--- src/rtl/lp_pkg.sv ---
package lp_pkg;
  localparam int unsigned NUM_EV   = 7;
  localparam int unsigned NUM_PEND = 4;
  // wake-event indices, 0 = highest priority
  localparam int unsigned EV_RST   = 0;
  localparam int unsigned EV_BINIT = 1;
  localparam int unsigned EV_FLUSH = 2;
  localparam int unsigned EV_MGMT  = 3;
  localparam int unsigned EV_INIT  = 4;
  localparam int unsigned EV_NMI   = 5;
  localparam int unsigned EV_INTR  = 6;

  typedef enum logic [2:0] {
    ST_RUN   = 3'd0,
    ST_HALT  = 3'd1,
    ST_STOP  = 3'd2,
    ST_SLEEP = 3'd3,
    ST_FLUSH = 3'd4,
    ST_MGMT  = 3'd5,
    ST_BINIT = 3'd6
  } lp_state_e;
endpackage

--- src/rtl/lp_wake_arb.sv ---
module lp_wake_arb #(
  parameter int unsigned N = 7
) (
  input  logic         clk_i,
  input  logic         rst_ni,
  input  logic [N-1:0] req_i,
  output logic [N-1:0] gnt_o
);
  logic [N-1:0] blk;

  for (genvar i = 0; i < N; i++) begin : g_prio
    if (i == 0) begin : g_top
      assign blk[i] = 1'b0;
    end else begin : g_rest
      assign blk[i] = blk[i-1] | req_i[i-1];
    end
    assign gnt_o[i] = req_i[i] & ~blk[i];
  end

  p_gnt_onehot_r3: assert property (@(posedge clk_i) disable iff (!rst_ni)
    $onehot0(gnt_o));
  p_gnt_any_r3: assert property (@(posedge clk_i) disable iff (!rst_ni)
    (|req_i) |-> (|gnt_o));
endmodule

--- src/rtl/lp_pend_flags.sv ---
module lp_pend_flags #(
  parameter int unsigned N = 4
) (
  input  logic         clk_i,
  input  logic         rst_ni,
  input  logic         cap_i,
  input  logic         clr_i,
  input  logic         wipe_i,
  input  logic [N-1:0] evt_i,
  output logic [N-1:0] pend_o,
  output logic [N-1:0] svc_o
);
  logic [N-1:0] pend_q, svc_q, merged;

  assign merged = pend_q | (cap_i ? evt_i : '0);

  always_ff @(posedge clk_i or negedge rst_ni) begin
    if (!rst_ni) begin
      pend_q <= '0;
      svc_q  <= '0;
    end else begin
      svc_q <= '0;
      if (wipe_i) begin
        pend_q <= '0;
      end else if (clr_i) begin
        svc_q  <= merged;
        pend_q <= '0;
      end else begin
        pend_q <= merged;
      end
    end
  end

  assign pend_o = pend_q;
  assign svc_o  = svc_q;

  p_pend_sticky_r7: assert property (@(posedge clk_i) disable iff (!rst_ni)
    (!clr_i && !wipe_i) |=> ((pend_q & $past(pend_q)) == $past(pend_q)));
  p_svc_pulse_r7: assert property (@(posedge clk_i) disable iff (!rst_ni)
    (|svc_q) |=> (svc_q == '0));
endmodule

--- src/rtl/lp_state_ctrl.sv ---
module lp_state_ctrl
  import lp_pkg::*;
(
  input  logic       clk_i,
  input  logic       rst_ni,
  input  logic       halt_i,
  input  logic       stop_req_i,
  input  logic       sleep_req_i,
  input  logic       nmi_i,
  input  logic       intr_i,
  input  logic       cpu_init_i,
  input  logic       mgmt_irq_i,
  input  logic       bus_init_i,
  input  logic       flush_i,
  input  logic       ext_rst_i,
  input  logic       flush_done_i,
  input  logic       mgmt_exit_i,
  input  logic       resume_halt_i,
  output logic [2:0] state_o,
  output logic       core_clk_en_o,
  output logic       halt_cyc_o,
  output logic       stop_ack_o,
  output logic       flush_req_o,
  output logic       mgmt_entry_o,
  output logic [3:0] pend_o,
  output logic [3:0] svc_o
);
  lp_state_e state_q, nxt;
  logic [NUM_EV-1:0]   evt, gnt;
  logic [NUM_PEND-1:0] int_evt, pend;
  logic org_halt_q, org_halt_d;   // stop entered from halted
  logic ret_stop_q, ret_stop_d;   // flush launched from stopped
  logic mgmt_halt_q, mgmt_halt_d; // mgmt entered from halted
  logic halt_d, ack_d, mgmt_d;
  logic halt_q, ack_q, mgmt_q, clk_en_q;
  logic cap, clr, wipe;

  assign evt = {intr_i, nmi_i, cpu_init_i, mgmt_irq_i, flush_i, bus_init_i, ext_rst_i};
  assign int_evt = {mgmt_irq_i, cpu_init_i, nmi_i, intr_i};

  lp_wake_arb #(.N(NUM_EV)) u_arb (
    .clk_i (clk_i),
    .rst_ni(rst_ni),
    .req_i (evt),
    .gnt_o (gnt)
  );

  always_comb begin
    nxt         = state_q;
    org_halt_d  = org_halt_q;
    ret_stop_d  = ret_stop_q;
    mgmt_halt_d = mgmt_halt_q;
    halt_d      = 1'b0;
    ack_d       = 1'b0;
    mgmt_d      = 1'b0;
    wipe        = 1'b0;
    unique case (state_q)
      ST_RUN: begin
        if (stop_req_i) begin
          nxt = ST_STOP; ack_d = 1'b1; org_halt_d = 1'b0;
        end else if (mgmt_irq_i) begin
          nxt = ST_MGMT; mgmt_d = 1'b1; mgmt_halt_d = 1'b0;
        end else if (halt_i) begin
          nxt = ST_HALT; halt_d = 1'b1;
        end
      end
      ST_HALT: begin
        if (gnt[EV_FLUSH]) begin
          nxt = ST_FLUSH; ret_stop_d = 1'b0;
        end else if (gnt[EV_MGMT]) begin
          nxt = ST_MGMT; mgmt_d = 1'b1; mgmt_halt_d = 1'b1;
        end else if (gnt[EV_RST] | gnt[EV_BINIT] | gnt[EV_INIT] | gnt[EV_NMI] | gnt[EV_INTR]) begin
          nxt = ST_RUN;
        end else if (|pend) begin
          nxt = ST_RUN;
        end else if (stop_req_i) begin
          nxt = ST_STOP; ack_d = 1'b1; org_halt_d = 1'b1;
        end
      end
      ST_STOP: begin
        if (evt[EV_RST]) begin
          wipe = 1'b1; org_halt_d = 1'b0;
          if (!stop_req_i) nxt = ST_RUN;
        end else if (evt[EV_BINIT]) begin
          nxt = ST_BINIT;
        end else if (evt[EV_FLUSH]) begin
          nxt = ST_FLUSH; ret_stop_d = 1'b1;
        end else if (!stop_req_i) begin
          nxt = org_halt_q ? ST_HALT : ST_RUN;
        end else if (sleep_req_i) begin
          nxt = ST_SLEEP;
        end
      end
      ST_SLEEP: begin
        if (!sleep_req_i) nxt = ST_STOP;
      end
      ST_FLUSH: begin
        if (flush_done_i) begin
          if (!ret_stop_q)     nxt = ST_HALT;
          else if (stop_req_i) nxt = ST_STOP;
          else                 nxt = ST_RUN;
        end
      end
      ST_MGMT: begin
        if (mgmt_exit_i) nxt = (mgmt_halt_q && resume_halt_i) ? ST_HALT : ST_RUN;
      end
      ST_BINIT: begin
        nxt = stop_req_i ? ST_STOP : ST_RUN;
      end
      default: nxt = ST_RUN;
    endcase
  end

  assign cap = (state_q == ST_STOP) || (state_q == ST_SLEEP);
  assign clr = (nxt == ST_RUN) && (state_q != ST_RUN);

  lp_pend_flags #(.N(NUM_PEND)) u_pend (
    .clk_i (clk_i),
    .rst_ni(rst_ni),
    .cap_i (cap),
    .clr_i (clr),
    .wipe_i(wipe),
    .evt_i (int_evt),
    .pend_o(pend),
    .svc_o (svc_o)
  );

  always_ff @(posedge clk_i or negedge rst_ni) begin
    if (!rst_ni) begin
      state_q     <= ST_RUN;
      org_halt_q  <= 1'b0;
      ret_stop_q  <= 1'b0;
      mgmt_halt_q <= 1'b0;
      halt_q      <= 1'b0;
      ack_q       <= 1'b0;
      mgmt_q      <= 1'b0;
      clk_en_q    <= 1'b1;
    end else begin
      state_q     <= nxt;
      org_halt_q  <= org_halt_d;
      ret_stop_q  <= ret_stop_d;
      mgmt_halt_q <= mgmt_halt_d;
      halt_q      <= halt_d;
      ack_q       <= ack_d;
      mgmt_q      <= mgmt_d;
      clk_en_q    <= !((nxt == ST_STOP) || (nxt == ST_SLEEP));
    end
  end

  assign state_o       = state_q;
  assign core_clk_en_o = clk_en_q;
  assign halt_cyc_o    = halt_q;
  assign stop_ack_o    = ack_q;
  assign mgmt_entry_o  = mgmt_q;
  assign flush_req_o   = (state_q == ST_FLUSH);
  assign pend_o        = pend;

  p_halt_entry_r2: assert property (@(posedge clk_i) disable iff (!rst_ni)
    halt_cyc_o |-> (state_q == ST_HALT && $past(state_q) == ST_RUN));
  p_no_rehalt_r4: assert property (@(posedge clk_i) disable iff (!rst_ni)
    (state_q == ST_HALT && $past(state_q) != ST_RUN) |-> !halt_cyc_o);
  p_ack_entry_r4: assert property (@(posedge clk_i) disable iff (!rst_ni)
    stop_ack_o |-> (state_q == ST_STOP && $past(state_q) != ST_STOP));
  p_mgmt_entry_r5: assert property (@(posedge clk_i) disable iff (!rst_ni)
    mgmt_entry_o |-> (state_q == ST_MGMT));
  p_clk_off_r10: assert property (@(posedge clk_i) disable iff (!rst_ni)
    (state_q == ST_STOP || state_q == ST_SLEEP) |-> !core_clk_en_o);
  p_sleep_src_r10: assert property (@(posedge clk_i) disable iff (!rst_ni)
    (state_q == ST_SLEEP && $past(state_q) != ST_SLEEP) |-> $past(state_q) == ST_STOP);
endmodule

--- config.mk ---
export PLATFORM = sky130hd
export DESIGN_NAME = lp_state_ctrl
export DESIGN_NICKNAME = d
export VERILOG_FILES = /design/src/rtl/lp_pkg.sv /design/src/rtl/lp_wake_arb.sv /design/src/rtl/lp_pend_flags.sv /design/src/rtl/lp_state_ctrl.sv
export SDC_FILE = /design/constraint.sdc
export NUM_CORES = 1
export LEC_CHECK = 0
export ABC_AREA = 1
export BUFFER_PORTS_ARGS = -buffer_cell sky130_fd_sc_hd__buf_2
export CAP_MARGIN = 20
export CORE_MARGIN = 1.5
export CORE_UTILIZATION = 40
export CTS_BUF_LIST = sky130_fd_sc_hd__clkbuf_4
export DETAILED_ROUTE_END_ITERATION = 10
export HOLD_SLACK_MARGIN = 0.03
export PLACE_DENSITY = 0.74
export SYNTH_ARGS = -nofsm -noshare
export SYNTH_HDL_FRONTEND = slang
export SYNTH_SLANG_ARGS = --single-unit
--- constraint.sdc ---
create_clock -name clk_i -period 3.3 [get_ports clk_i]
set_input_delay 0.33 -clock clk_i [delete_from_list [all_inputs] [get_ports clk_i]]
set_output_delay 0.33 -clock clk_i [all_outputs]
set_load 0.005 [all_outputs]
# ---- Yosys cells after proc, flatten, opt, wreduce, memory -nomap -nowiden
# Index checks and enable logic that the tools add are counted.
dict set report word_totals {
  regBits 18
  in_bits 15
  out_inout_bits 16
}
dict set report op_classes {
  eq_ne 22
  n_mux 62
  bitwise 22
  reduce_logical 15
}
# cell count
set ops {}
lappend ops {{two-way mux 3 bit} 17}
lappend ops {{two-way mux 1 bit} 32}
lappend ops {{!= test 2 bit (second input constant)} 14}
lappend ops {{case mux 3 bit (7 select lines)} 1}
lappend ops {{two-way mux 4 bit} 5}
lappend ops {{equality test 3 x 2 -> 1 bit (second input constant)} 4}
lappend ops {{AND reduction 5 bit} 2}
lappend ops {{equality test 3 bit (second input constant)} 3}
lappend ops {{OR 1 bit} 9}
lappend ops {{case mux 1 bit (2 select lines)} 4}
lappend ops {{AND reduction 8 bit} 1}
lappend ops {{AND 1 bit} 6}
lappend ops {{zero test 3 bit} 2}
lappend ops {{NOT 1 bit} 6}
lappend ops {{nonzero test 3 bit} 2}
lappend ops {{two-way mux 2 bit} 2}
lappend ops {{OR 4 bit} 1}
lappend ops {{nonzero test 2 bit} 2}
lappend ops {{OR reduction 4 bit} 1}
lappend ops {{equality test 3 x 1 -> 1 bit (second input constant)} 1}
lappend ops {{case mux 1 bit (3 select lines)} 1}
lappend ops {{logical AND 1 bit} 2}
lappend ops {{logical OR 1 bit} 2}
lappend ops {{zero test 1 bit} 1}

# ---- Depth between registers and ports, before layout
# Gate-level depths: netlist (run 1).
dict set report logic_depth {
  ltp_word 16
  ltp_mapped 11
  depth_no_buf 10
}

# ---- Modules after synthesis
# Synthesis (run 1) repeated with hierarchy kept, for this count alone.
dict set report unflattened {
  hier_cells 171
  area_unflattened_um2 1157.4
}
# module instances cells_per_inst area_each_um2 seq_area_each_um2
set by_module_without_submodules {}
lappend by_module_without_submodules {lp_state_ctrl 1 120 765.7 251.5}
lappend by_module_without_submodules {lp_pend_flags 1 35 309.0 200.2}
lappend by_module_without_submodules {lp_wake_arb 1 16 82.6 0.0}

# ---- Worst setup path before layout (run 1)
# No wires, ideal clock.
dict set report synth_timing {
  path_type {reg2reg}
  startpoint {reg state_q[0] (netlist: state_o[0])}
  endpoint {reg u_pend.svc_q[0] (netlist: u_pend.svc_o[0])}
  setup_ns 0.126
  t_arrival_ns 1.338
  required_ns 3.174
  slack_ns 1.835
  stages_incl_launch_ff 12
  n_path_buf 1
  path_cell_list {dfrtp_1 buf_4 inv_2 nand2_1 nor2_2 nand2_1 nor2_1 nor2_4 nand2_4 nor2_8 nand2_4 nor2_2}
}
# item line
set synth_rtl {}
lappend synth_rtl {{start, declared} lp_state_ctrl.sv:28} ;# lp_state_e state_q, nxt;
lappend synth_rtl {{start signal, assigned} lp_state_ctrl.sv:139} ;# state_q <= nxt;
lappend synth_rtl {{equality test 3 bit, or another cell as far along} lp_state_ctrl.sv:57} ;# unique case (state_q)
lappend synth_rtl {{case mux 3 bit (7 select lines) (*)} lp_state_ctrl.sv:57}
lappend synth_rtl {{named net nxt[2]} lp_state_ctrl.sv:28}
lappend synth_rtl {{zero test 3 bit (*)} lp_state_ctrl.sv:115} ;# assign clr = (nxt == ST_RUN) && (state_q != ST_RUN);
lappend synth_rtl {{logical AND 1 bit (*)} lp_state_ctrl.sv:115}
lappend synth_rtl {{two-way mux 4 bit (*)} lp_pend_flags.sv:25} ;# end else if (clr_i) begin
lappend synth_rtl {{two-way mux 4 bit (*)} lp_pend_flags.sv:23} ;# if (wipe_i) begin
lappend synth_rtl {{end signal, assigned} lp_pend_flags.sv:26} ;# svc_q <= merged;
lappend synth_rtl {{end, declared} lp_pend_flags.sv:13} ;# logic [N-1:0] pend_q, svc_q, merged;
# The timed path passes the listed nets; every way through them passes the cells marked *.
# A chain may end at the register's enable or synchronous reset.

# ---- Worst setup path in the final report (run 1)
dict set report layout_timing {
  startpoint {reg state_q[1] (netlist: state_o[1])}
  endpoint {reg u_pend.svc_q[3] (netlist: u_pend.svc_o[3])}
}
dict set report layout_between {
  elab_chain_cells 10
}
# item line
set layout_lines {}
lappend layout_lines {{two-way mux 3 bit (on tied branches)} {lp_state_ctrl.sv:90, lp_state_ctrl.sv:76}}
lappend layout_lines {{two-way mux 3 bit (on tied branches)} {lp_state_ctrl.sv:88, lp_state_ctrl.sv:74}}
lappend layout_lines {{two-way mux 3 bit (on tied branches)} {lp_state_ctrl.sv:86, lp_state_ctrl.sv:72}}
lappend layout_lines {{two-way mux 3 bit (on tied branches)} {lp_state_ctrl.sv:84, lp_state_ctrl.sv:70}}
lappend layout_lines {{two-way mux 3 bit (on tied branches)} {lp_state_ctrl.sv:81, lp_state_ctrl.sv:68}}
lappend layout_lines {{case mux 3 bit (7 select lines)} lp_state_ctrl.sv:57}
lappend layout_lines {{zero test 3 bit} lp_state_ctrl.sv:115}
lappend layout_lines {{logical AND 1 bit} lp_state_ctrl.sv:115}
lappend layout_lines {{two-way mux 4 bit} lp_pend_flags.sv:25}
lappend layout_lines {{two-way mux 4 bit (*)} lp_pend_flags.sv:23}
# Every way passes the cells marked *; elsewhere a longest branch is shown, timed or not.

==> impl_metrics.json, run 1 <==
{
  "maxSlewHeadroom_pct": 73.9,
  "finalSetupTns_ps": 0,
  "ys_ff_latch": 18,
  "slew_violations": 0,
  "status": "completed",
  "synthAdderAreaFrac_pct": 0,
  "ant_nets": 0,
  "hold_class": "in -> reg",
  "cts_resized": 0,
  "clock_latency_ps": 280,
  "post_drt_wl_per_cell_um": 12.5,
  "wirelength_um": 2790,
  "synth_compound_area_share_pct": 7.65,
  "critical_path_class": "reg -> reg",
  "grt_max_degree": 19,
  "setup_violations": 0,
  "period_minus_slack_ps": 1680,
  "wl_met1_um": 1330,
  "post_cts_buffers": 0,
  "drc_errors": 0,
  "fmax_ghz": 0.596,
  "cts_num_sinks": 18,
  "cts_buffers": 3,
  "grt_first_pass_wirelength_um": 4770,
  "finalPower_uw": 1080,
  "vdd_ir_drop_max_mv": 0.447,
  "antenna_cells": 0,
  "core_sq_um": 2780,
  "synth_cell_types": 23,
  "hold_violations": 0,
  "area_delta_synth_final_pct": 18.1,
  "cts.path.max_buffers": 2,
  "maxCapViolations": 0,
  "synth_top_family_by_area": "simple AND/OR/NAND/NOR gates",
  "floorplan.initialDensity_pct": 42.3,
  "num_io_pins": 31,
  "post-dp-hpwl_um": 2190,
  "rsz0062_at_grt": "false",
  "min_period_over_period_pct": 50.8,
  "crit_required_ps": 3470,
  "drtIter0Drc": 61,
  "vias": 1157,
  "nNetsFinal": 209,
  "syn_avg_cell_area_sq_um": 7.36,
  "p_leak_uw": 0.000777,
  "overflow": 0,
  "synthXorXnorAreaFrac_pct": 0,
  "met3_length_um": 165,
  "arrival_ps": 1850,
  "row_count": 19,
  "synth.area.mux_share_pct": 0,
  "clock_skew_ps": 4.64,
  "port-buffer-count": 30,
  "cts_tree": "built",
  "hold_slack_ps": 285,
  "critPathMaxFanout": 10,
  "dp_worst_setup_slack_ps": 1640,
  "top_layer": "met4",
  "die_x_um": 57.3,
  "hold_buffers": 1,
  "cts-root-buf": "clkbuf_4",
  "die_y_um": 57.3,
  "end_kind": "flop",
  "p_per_area_nw_per_um2": 777,
  "yosys.area_share.simple_pct": 46.9,
  "synthesis.nets": 175,
  "synth_seq_area_share_pct": 38.4,
  "synth.cell_area_sq_um": 1180,
  "grt_pass1_vias": 1070,
  "netlist_instances": 160,
  "layout_setup_ws_ps": 1620,
  "path_clk_slew_ps": 100,
  "track_usage_pct": 18.5,
  "tightest_slew_ps": 391,
  "vias_per_cell": 5.17,
  "yosys_warnings": 0,
  "dieArea_sq_um": 3280,
  "cp-start-kind": "flop",
  "dr_wl_met2_um": 1260,
  "drive_above_1_share_pct": 31.1,
  "gp_congestion": 0.956,
  "drt_pass1_iterations": 4,
  "h-tree-depth": 1,
  "antenna_found_initial": 0
}
## cell families (layout without fill, tap and decap cells)
kind of cell | Yosys count | after routing
AND/OR/NAND/NOR | 104 | 104
buffers and inverters | 21 | 54
flip-flops | 18 | 18
AO/OA/AOI/OAI | 17 | 17
## cell usage after synthesis (all sizes together)
library cell / count / area share, %
a21oi: 8 / 3.4
inv: 19 / 6.1
dfrtp: 17 / 36
dfstp: 1 / 2.2
nand4: 6 / 3.7
nor2: 38 / 18
o211ai: 1 / 0.64
nor4: 1 / 0.53
nand2: 44 / 16
a22oi: 1 / 0.64
buf: 2 / 1.1
nand3b: 1 / 0.64
nand3: 14 / 8.3
o21ai: 7 / 3.0
## critical path, stage by stage, from the launching register on
cell     delay, ps
dfrtp_1        490
inv_2          220
nand2_1         90
nor2_2         160
nand2_1         90
nor2_2         110
nand3_2        100
nand3_4        130
nor2_8          50
nand2_4         80
nor2_2          40
## metal layers
layer | global-route usage, % | up-vias
met5 | 0 | -
met4 | 5.65 | 0
met3 | 2.49 | 4
met2 | 29.4 | 45
met1 | 26.4 | 528
li1 | - | 580
## stage by stage
| stage | utilization (%) | instances | instance area, sq um |
|---|---|---|---|
| 5_1_grt | 50.0 | 224 | 1390 |
| 4_1_cts | 50.0 | 224 | 1390 |
| 3_3_place_gp | 48.7 | 219 | 1350 |
| 6_report | 50.0 | 224 | 1390 |
| 2_1_floorplan | - | 160 | 1180 |
| 3_5_place_dp | 48.7 | 219 | 1350 |
## power breakdown
| group | internal (uW) | switching (uW) | leakage, uW | total, uW |
|---|---|---|---|---|
| Combinational | 216 | 380 | 0.000528 | 595 |
| Clock | 43.8 | 62.5 | 0.0000154 | 106 |
| Sequential | 306 | 72.1 | 0.000234 | 378 |
## final cells by class
cell class                      instances  area (sq um)
Timing Repair Buffer                   31           160
Multi-Input combinational cell        121           642
Sequential cell                        18           452
Clock inverter                          1          3.75
Inverter                               19          71.3
Fill cell                             284          1390
Tap cell                               31          38.8
Clock buffer                            3          22.5
## flip-flops by register name, summed over array words and instances, names as in the netlist
name,flops
core_clk_en_o,1
org_halt_q,1
ret_stop_q,1
halt_cyc_o,1
u_pend.svc_o,4
mgmt_halt_q,1
u_pend.pend_o,4
stop_ack_o,1
mgmt_entry_o,1
state_o,3
## cell usage in the layout (no fill, tap or decap)
cell type / instances
nand2_1: 41
buf_2: 30
nor2_1: 25
dfrtp_1: 17
inv_1: 14
nand3_1: 10
nor2_2: 8
a21oi_1: 8
o21ai_0: 7
inv_2: 5
nand4_1: 5
nor2_4: 4
nand2_4: 3
nand3_2: 3
clkbuf_4: 3
nand4_2: 1
nand3_4: 1
nor2_8: 1
nor4_1: 1
o211ai_1: 1
a22oi_1: 1
nand3b_1: 1
clkinv_1: 1
dfstp_2: 1
dlygate4sd3_1: 1
## final timing paths
| check | cells after the start | slack [ps] | start | end |
|---|---|---|---|---|
| setup / recovery | 10 | 1620 | state_o[1]$_DFF_PN0_ | u_pend.svc_o[3]$_DFF_PN0_ |
| hold / removal | 3 | 290 | halt_i | halt_cyc_o$_DFF_PN0_ |
| setup reg to reg | 10 | 1620 | state_o[1]$_DFF_PN0_ | u_pend.svc_o[3]$_DFF_PN0_ |
| hold reg to reg | 2 | 510 | mgmt_halt_q$_DFFE_PN0P_ | mgmt_halt_q$_DFFE_PN0P_ |
| max in group asynchronous | 2 | 2500 | rst_ni | core_clk_en_o$_DFF_PN1_ |
| min in group asynchronous | 2 | 490 | rst_ni | mgmt_entry_o$_DFF_PN0_ |
Note: power is estimated with default switching activity, not from simulation.
==> run 2, diff against run 1 <==
PLACE_DENSITY = 0.77   (was 0.74)
clock period = 1.4 ns   (was 3.3 ns; I/O delays follow)
==> run 2 against run 1 <==
The run now ends with setup timing left. Wire length is 19% higher. Critical path depth is 1 lower. Power rose to 3.0 times the previous value. Final cell count is 13% higher. Non-clock buffer count increased by 29. Hold slack lost 210 ps. Core utilization up 10 points. Die area stayed put. Critical endpoint is now u_pend.svc_o[0]$_DFF_PN0_. Register-to-register slack worse by 1700 ps. Highest routed layer unchanged. Flip-flop and latch count stayed put. Largest power group unchanged. Sequential power increased by 130%.
==> impl_metrics.json, run 2 (synthesis gave the netlist of run 1 again) <==
{
  "crit_path_start": "state_o[2]$_DFF_PN0_",
  "rsz0062_at_grt": "true",
  "num_io_pins": 31,
  "cts-root-buf": "clkbuf_4",
  "use_met2_pct": 37.3,
  "fin_util_pct": 60.3,
  "seqPwrFrac_pct": 26.7,
  "clock_skew_ps": 1.47,
  "die_x_um": 57.3,
  "area_delta_synth_final_pct": 42.5,
  "track_usage_pct": 21.4,
  "met1_usage_pct": 28.7,
  "core_sq_um": 2780,
  "arrival_ps": 1740,
  "fmax_ghz": 0.665,
  "h-tree-depth": 1,
  "finalNonFillerCells": 253,
  "comb_power_share_pct": 64.8,
  "hold_class": "in -> reg",
  "antenna_found_initial": 0,
  "p_per_area_nw_per_um2": 1920,
  "end_kind": "flop",
  "switching_share_pct": 44.9,
  "min_period_over_period_pct": 107,
  "fill_cells": 237,
  "nNetsFinal": 238,
  "path_clk_slew_ps": 110,
  "hp-start": "stop_req_i",
  "gp_congestion": 0.950,
  "violations": "setup timing",
  "min_path_cells": 2,
  "port-buffer-count": 30,
  "switchingPower_uw": 1440,
  "cts_buffers": 3,
  "hold_violations": 0,
  "wirelength_um": 3330,
  "drt_pass1_iterations": 4,
  "r2r_slack_ps": -100,
  "p_clk_share_pct": 8.5,
  "cts_tree": "built",
  "setup_violations": 9,
  "critical_path_class": "reg -> reg",
  "period_minus_slack_ps": 1500,
  "use_met3_pct": 2.04,
  "intPower_uw": 1770,
  "r2r_cells": 9,
  "overflow": 0,
  "ant_nets": 0,
  "floorplan.initialDensity_pct": 42.3,
  "vias_per_cell": 5.12,
  "cts_num_sinks": 18,
  "r2r_end": "u_pend.svc_o[0]$_DFF_PN0_",
  "drive_above_1_share_pct": 46.4,
  "dp_cells": 247,
  "die_y_um": 57.3,
  "row_count": 19,
  "critPathCapture": "u_pend.svc_o[0]$_DFF_PN0_",
  "post_drt_wl_per_cell_um": 13.1,
  "final_cell_mix": "nand2_1, buf_2, buf_4",
  "cts.path.max_buffers": 2,
  "vias": 1296,
  "cp-start-kind": "flop",
  "grt_pass1_vias": 1276,
  "critPathMaxFanout": 7,
  "slew_violations": 0,
  "p_leak_uw": 0.000923,
  "clock_latency_ps": 290,
  "grt_first_pass_wirelength_um": 5450,
  "vdd_ir_drop_max_mv": 1.36,
  "drtIter0Drc": 49,
  "antenna_cells": 0,
  "status": "finished, violations left",
  "grt_busiest_layer": "met2",
  "crit_required_ps": 1630,
  "final_common_cell": "nand2_1",
  "r2r-start": "state_o[2]$_DFF_PN0_",
  "grt_max_degree": 19,
  "drc_errors": 0,
  "dieArea_sq_um": 3280,
  "tightest_slew_ps": 404,
  "post-dp-hpwl_um": 2570,
  "maxCapViolations": 0,
  "layout_setup_ws_ps": -103,
  "maxSlewHeadroom_pct": 73.1
}
-- run 2: changes by cell type in the layout (fill, tap and decap cells not counted), moves of 3 or more --
cell     previous run  this run
buf_4               0        27
nor2_1             25        18
nor2_4              4         9
nand2_1            41        38
nand2_2             0         3
-- run 2: metrics by stage --
stage	area [sq um]	hold slack [ps]	total power (uW)	TNS, ps	setup WS [ps]
3_3_place_gp	1570	92.8	2710	-559	-70.9
5_1_grt	1680	72.1	3450	-1850	-205
2_1_floorplan	1180	-156	1890	-303	-62.2
6_report	1680	77.1	3220	-715	-103
4_1_cts	1640	73.0	3100	-610	-83.0
3_5_place_dp	1570	90.2	2750	-988	-137
-- run 2: worst max-delay path: stages, from the launching register on --
cell and delay (ps):
dfrtp_2 530, nor2_4 180, nor2_1 60, nand2_1 70, nand3_2 90, nor2_4 120, nand3_4 100, nor2_8 130
nand2_4 80, nor2_2 80
-- run 2: power groups by stage --
| stage | sequential (uW) | combinational (uW) | clock, uW |
|---|---|---|---|
| floorplan | 868 | 1030 | 0 |
| global placement | 836 | 1870 | 0 |
| detailed placement | 841 | 1910 | 0 |
| CTS | 849 | 1980 | 272 |
| global route | 882 | 2270 | 299 |
| finish | 858 | 2090 | 273 |
-- run 2: area by class of cell --
class | count | area [sq um] | area share (%)
Multi-Input combinational cell | 121 | 699 | 41.7
Clock buffer | 3 | 22.5 | 1.34
Clock inverter | 1 | 3.75 | 0.224
Inverter | 19 | 73.8 | 4.40
Sequential cell | 18 | 454 | 27.1
Timing Repair Buffer | 60 | 385 | 23.0
Tap cell | 31 | 38.8 | 2.31
-- run 2: how the worst min path moves through the flow --
stage / slack (ps) / to
after detailed placement: 90 / u_pend.pend_o[1]$_DFF_PN0_
after CTS: 70 / halt_cyc_o$_DFF_PN0_
after floorplan: -160 / halt_cyc_o$_DFF_PN0_
after global placement: 90 / u_pend.pend_o[1]$_DFF_PN0_
final: 80 / halt_cyc_o$_DFF_PN0_
after global routing: 70 / halt_cyc_o$_DFF_PN0_
-- run 2: layer usage --
metal	share of wire [%]	vias to the layer above	routed length, um
met5	0	-	0
met4	1.8	0	61
met3	5.2	6	173
met2	50	54	1670
met1	43	596	1420
li1	-	640	-
-- run 2: timing repair --
| item | in CTS | in global routing |
|---|---|---|
| pin swaps | 2 | 4 |
| hold buffers | 1 | 0 |
| setup endpoints to repair | 9 | 15 |
| setup buffers | 1 | 0 |
| gates resized for setup | 9 | 13 |
| endpoints found under the hold margin | 17 | 0 |
